`config.mk`:
```
export PLATFORM = sky130hd
export DESIGN_NAME = rowExtend
export DESIGN_NICKNAME = d
export VERILOG_FILES = /design/src/rtl/rowExtPkg.sv /design/src/rtl/rowExtCtrl.sv /design/src/rtl/rowExtPath.sv /design/src/rtl/rowExtend.sv
export SDC_FILE = /design/constraint.sdc
export NUM_CORES = 1
export LEC_CHECK = 0
export BUFFER_PORTS_ARGS = -buffer_cell sky130_fd_sc_hd__buf_2
export CORE_AREA = 3 3 40 42
export DETAILED_ROUTE_END_ITERATION = 10
export DIE_AREA = 0 0 43 45
export GPL_TIMING_DRIVEN = 0
export SETUP_SLACK_MARGIN = 0.4
export SLEW_MARGIN = 20
export SYNTH_ARGS = -nofsm -noshare
export SYNTH_HDL_FRONTEND = slang
export SYNTH_SLANG_ARGS = --single-unit
```
`constraint.sdc`:
```
create_clock -name clk -period 3.6 [get_ports clk]
set_input_delay 0.36 -clock clk [delete_from_list [all_inputs] [get_ports clk]]
set_output_delay 0.36 -clock clk [all_outputs]
set_load 0.01 [all_outputs]
```
`src/rtl/rowExtPkg.sv`:
```
package rowExtPkg;
  // Strobes passed from the control module to the datapath.
  typedef struct packed {
    logic advance;  // one-cycle pulse: step the refresh count
    logic select;   // drive the count's top bit onto the row line
  } rowExtCtlT;
endpackage

```
`src/rtl/rowExtCtrl.sv`:
```
module rowExtCtrl
  import rowExtPkg::*;
#(
  parameter int SYNC_STAGES = 2
) (
  input  logic      clk,
  input  logic      rstN,
  input  logic      wideMode,
  input  logic      refreshN,
  output rowExtCtlT ctl
);
  localparam int TOP = SYNC_STAGES - 1;

  logic [SYNC_STAGES-1:0] syncChain;
  logic                   lastLevel;

  // Bring the strobe into the clock domain. Its idle level is high.
  always_ff @(posedge clk or negedge rstN) begin
    if (!rstN) begin
      syncChain <= '1;
      lastLevel <= 1'b1;
    end else begin
      syncChain <= {syncChain[TOP-1:0], refreshN};
      lastLevel <= syncChain[TOP];
    end
  end

  always_comb begin
    // Trailing (deasserting) edge of the active-low strobe.
    ctl.advance = syncChain[TOP] & ~lastLevel;
    // The selector follows the raw strobe so it covers the whole refresh cycle.
    ctl.select  = wideMode & ~refreshN;
  end
endmodule

```
`src/rtl/rowExtPath.sv`:
```
module rowExtPath
  import rowExtPkg::*;
#(
  parameter int ROW_BITS   = 8,
  parameter int STAGE_BITS = 4
) (
  input  logic                clk,
  input  logic                rstN,
  input  rowExtCtlT           ctl,
  input  logic                procA7,
  output logic [ROW_BITS-1:0] rowCount,
  output logic                rowA7
);
  localparam int NUM_STAGES = ROW_BITS / STAGE_BITS;

  logic [NUM_STAGES:0] carry;
  assign carry[0] = ctl.advance;

  // Cascaded counter stages. A stage steps when every stage below it is full.
  for (genvar s = 0; s < NUM_STAGES; s++) begin : gStage
    logic [STAGE_BITS-1:0] nib;
    always_ff @(posedge clk or negedge rstN) begin
      if (!rstN)         nib <= '0;
      else if (carry[s]) nib <= nib + 1'b1;
    end
    assign carry[s+1] = carry[s] & (&nib);
    assign rowCount[s*STAGE_BITS +: STAGE_BITS] = nib;
  end

  // 2-to-1 selector on the bit-7 row line.
  assign rowA7 = ctl.select ? rowCount[ROW_BITS-1] : procA7;

  logic unusedTopCarry;
  assign unusedTopCarry = carry[NUM_STAGES];
endmodule

```
`src/rtl/rowExtend.sv`:
```
module rowExtend
  import rowExtPkg::*;
#(
  parameter int ROW_BITS    = 8,
  parameter int STAGE_BITS  = 4,
  parameter int SYNC_STAGES = 2
) (
  input  logic clk,
  input  logic rstN,
  input  logic wideMode,
  input  logic refreshN,
  input  logic procA7,
  output logic rowA7
);
  rowExtCtlT           ctl;
  logic [ROW_BITS-1:0] rowCount;

  rowExtCtrl #(.SYNC_STAGES(SYNC_STAGES)) uCtrl (
    .clk(clk), .rstN(rstN), .wideMode(wideMode), .refreshN(refreshN), .ctl(ctl)
  );

  rowExtPath #(.ROW_BITS(ROW_BITS), .STAGE_BITS(STAGE_BITS)) uPath (
    .clk(clk), .rstN(rstN), .ctl(ctl), .procA7(procA7),
    .rowCount(rowCount), .rowA7(rowA7)
  );
endmodule

```
* Yosys cells after proc, flatten, opt, wreduce, memory -nomap -nowiden
Index checks and enable logic that the tools add are counted. W data, S select, Z words.
Storage, ports and cells: register bits 11, input port bits 5
Operators by class: add/sub/neg operators 2, multiplexer cells 1, bitwise gates (word level) 5, reductions and logical operators 1
Operator list (number):
- $add A4 B1 Y4 const B | 2
- $reduce_and A4 Y1 | 1
- $and A1 B1 Y1 | 3
- $not A1 Y1 | 2
- $mux W1 | 1

* Logic depth before layout (Yosys ltp)
depth after elaboration 3, depth in mapped cells 4, mapped depth without buffers 4

* Hierarchy
Synthesis repeated with hierarchy kept, for this count alone.
Second synthesis, totals: cell total of the unflattened synthesis 32, area, all modules 461.7 µm²
By module, submodules not included:
- rowExtPath | times used 1, cells each 27, area each 355.3 µm²
- rowExtCtrl | times used 1, cells each 5, area each 106.4 µm²

* Worst setup path after synthesis
OpenSTA, ideal clock, no wires.
kind reg-to-reg, start register uCtrl.lastLevel, end register uPath.gStage[1].nib[1], setup time 0.125 ns, arrival 1.129 ns, data required time 3.475 ns, setup slack 2.346 ns, stages on the path, launching flop included 4, path buffers 0, period minus slack after synthesis 1.254 ns, cells stage by stage dfstp_2 > and2b_2 > nand4_4 > mux2_4
On the way: cells in the longest elaborated chain, start to end 3
RTL lines:
- from (decl) | RTL line rowExtCtrl.sv:15 | logic lastLevel;
- from (signal assigned) | RTL line rowExtCtrl.sv:24 | lastLevel <= syncChain[TOP];
- $not A1 Y1 | RTL line rowExtCtrl.sv:30 | ctl.advance = syncChain[TOP] & ~lastLevel;
- $and A1 B1 Y1 | RTL line rowExtCtrl.sv:30
- $and A1 B1 Y1 | RTL line rowExtPath.sv:26 | assign carry[s+1] = carry[s] & (&nib);
- to (signal assigned) | RTL line rowExtPath.sv:24 | else if (carry[s]) nib <= nib + 1'b1;
- to (decl) | RTL line rowExtPath.sv:21 | logic [STAGE_BITS-1:0] nib;
Every way passes these cells. A chain may end at the register's enable or synchronous reset.

* Worst setup path in the final report
start register uPath.gStage[1].nib[3], end output rowA7
On the way: cells in the longest elaborated chain, start to end 1
RTL lines:
- $mux W1 | RTL line rowExtPath.sv:31 | assign rowA7 = ctl.select ? rowCount[ROW_BITS-1] : procA7;
- to (decl) | RTL line rowExtend.sv:13 | output logic rowA7
Every way passes these cells.

==> metrics.txt <==
status finished clean; worst r2r src uCtrl.syncChain[1]; routability congestion estimate 0.734; IO Port Bufs 5; setup TNS 0 ns; Die ar. 0.00194 mm^2; Worst IR Drop VDD 0.282 mV; #FFs+latches synth 11; filler cell count 126; Ys Warns 0; Final Critical Period 1.41 ns; CP bufs+invs 1; Worst Skew 0.00174 ns; Final Hold Fails 0; area share of the largest cell type after synthesis 42.0%; clock-pin transition on the worst setup and hold timing paths 0.07 ns; row count 13; leakage power 0.262 nW; total of max-cap violations 0; Vias/cell 4.78; commonest non-fill, non-tap cell in the layout dfrtp_1; reg2reg end uPath.gStage[1].nib[1]; Die X 43 um; R2R setup slack 2.31 ns; final worst path period share 39.1%; Syn-to-layout area delta 16.8%; Diodes inserted 0; hold_ws 0.206 ns; Initial DRT Pass Iterations 2; Synth Instances 35; area leader, netlist dfrtp_1; Final nets 53; worst path required time 3.24 ns; all-layer global routing usage 9.64%; crit path kind reg -> out; Post-DP HPWL 549 um; Cell variety after synth 14; hold path start refreshN; clk buf depth 2; fin. max-slew vios 0; RSZ-0062 raised after global routing no; Std-Cell Core Area 0.00128 mm^2; Post-Layout Cell Count 60; Die Ht 45 um; most frequent cells in the layout dfrtp_1 (8), nand2_1 (5), buf_2 (5); final total power 0.000327 W; Max stage delay on crit path 0.39 ns; syn_nets 42; I/O pin cnt 6; Slowest-stage cell, CP dfrtp_1; CTS tree yes; Worst path depth 2; initial core utilization 37.1%; worst hold path class in -> reg; Crit. End Element output pin; worst slack, placed 2.21 ns; share of cells above drive strength 1 35.6%; Seq/Total Area, Yosys 58.5%; worst-path fanout max 2; number of remaining DRC errors 0; Synth Cell Area 477 um^2; fmax 0.710 GHz; synth top area cells dfrtp_1 (42%), dfstp_2 (17%), xnor2_1 (7.3%); number of DRC markers in iteration 0 1; clock sink total 11; first-pass GRT wire length 1.34 mm; Hold EP uCtrl.syncChain[0]; Worst Tran Pin Value 0.245 ns; power per cell area 588 mW/mm^2; critical path cell sequence mux2_2 > buf_2; wire per inst 11.7 um; placed cells 55; WL final 699 um; CTS Buf Count 3; CP top delay family flip-flops; FF-to-FF path depth 3; number of global-route vias before repair 309; worst skew pair latency 0.26 ns; arrival time at the worst endpoint 1.05 ns; root buffer cell clkbuf_4; initial antenna violation count 0; Post-DRT Antenna Nets 0; slew margin rel. 83.6%; hold path depth 1; PnR worst setup slack 2.19 ns; Post-Syn Area per Cell 13.6 um^2; DR vias 287; CTS H-Tree Depth 1; total grt overflow 0; Final setup viols 0; nature of the critical path startpoint flop; largest net degree at the start of global routing 12
==> per-stage QoR <==
step / util (%) / cell area, um^2
after global routing: 43.3 / 557
after CTS: 43.3 / 557
final: 43.3 / 557
after floorplan: - / 477
after global placement: 40.5 / 520
after detailed placement: 40.5 / 520
==> repair_timing <==
item	4_1_cts	5_1_grt
gates resized for setup	0	0
buffers inserted	0	0
hold buffers	1	0
endpoints found under the hold margin	8	0
==> area by class of cell <==
class	instances	area [um^2]	share of cell area, %
flip-flops and latches	11	279	50.1
multi-input cells	24	198	35.5
repair buffers	6	35.0	6.29
clock buffers	4	26.3	4.72
well taps	15	18.8	3.37
==> cells in the mapped netlist, drive strengths merged <==
cell type / count
nor3: 1
nand2: 5
xnor2: 4
mux2: 2
nand4: 4
xor2: 2
nor2: 1
and2b: 1
nand2b: 2
dfstp: 3
dfrtp: 8
ha: 2
==> flip-flops by register name, indices dropped and copies added (netlist names) <==
| register | flops |
|---|---|
| uCtrl.lastLevel | 1 |
| uCtrl.syncChain | 2 |
| uPath.gStage.nib | 8 |
==> report_power, final <==
group	switching, W	internal (W)	total [W]
clock	0.0000380	0.0000428	0.0000808
sequential	0.0000357	0.000153	0.000189
combinational	0.0000255	0.0000320	0.0000575
total	0.0000992	0.000228	0.000327
==> metal layers <==
layer  routed length, um  global-route usage, %
met3                  19                   2.39
met4                   0                   7.23
met1                 313                   12.1
met2                 366                   14.4
met5                   0                      0
==> cell families after synthesis <==
logic type | after synthesis | share of synthesized area, %
xor+xnor | 6 | 11.0
fa+ha+maj | 2 | 5.25
flops | 11 | 58.5
mux | 2 | 5.51
simple gates | 14 | 19.7
==> how the worst max path moves through the flow <==
stage	from	endpoint	slack (ns)
after floorplan	uCtrl.lastLevel	uPath.gStage[1].nib[1]	2.35
after global placement	refreshN	rowA7	2.24
after detailed placement	refreshN	rowA7	2.21
after CTS	uPath.gStage[1].nib[3]	rowA7	2.18
after global routing	uPath.gStage[1].nib[3]	rowA7	2.14
final	uPath.gStage[1].nib[3]	rowA7	2.19
(Power assumes the default switching activity.)
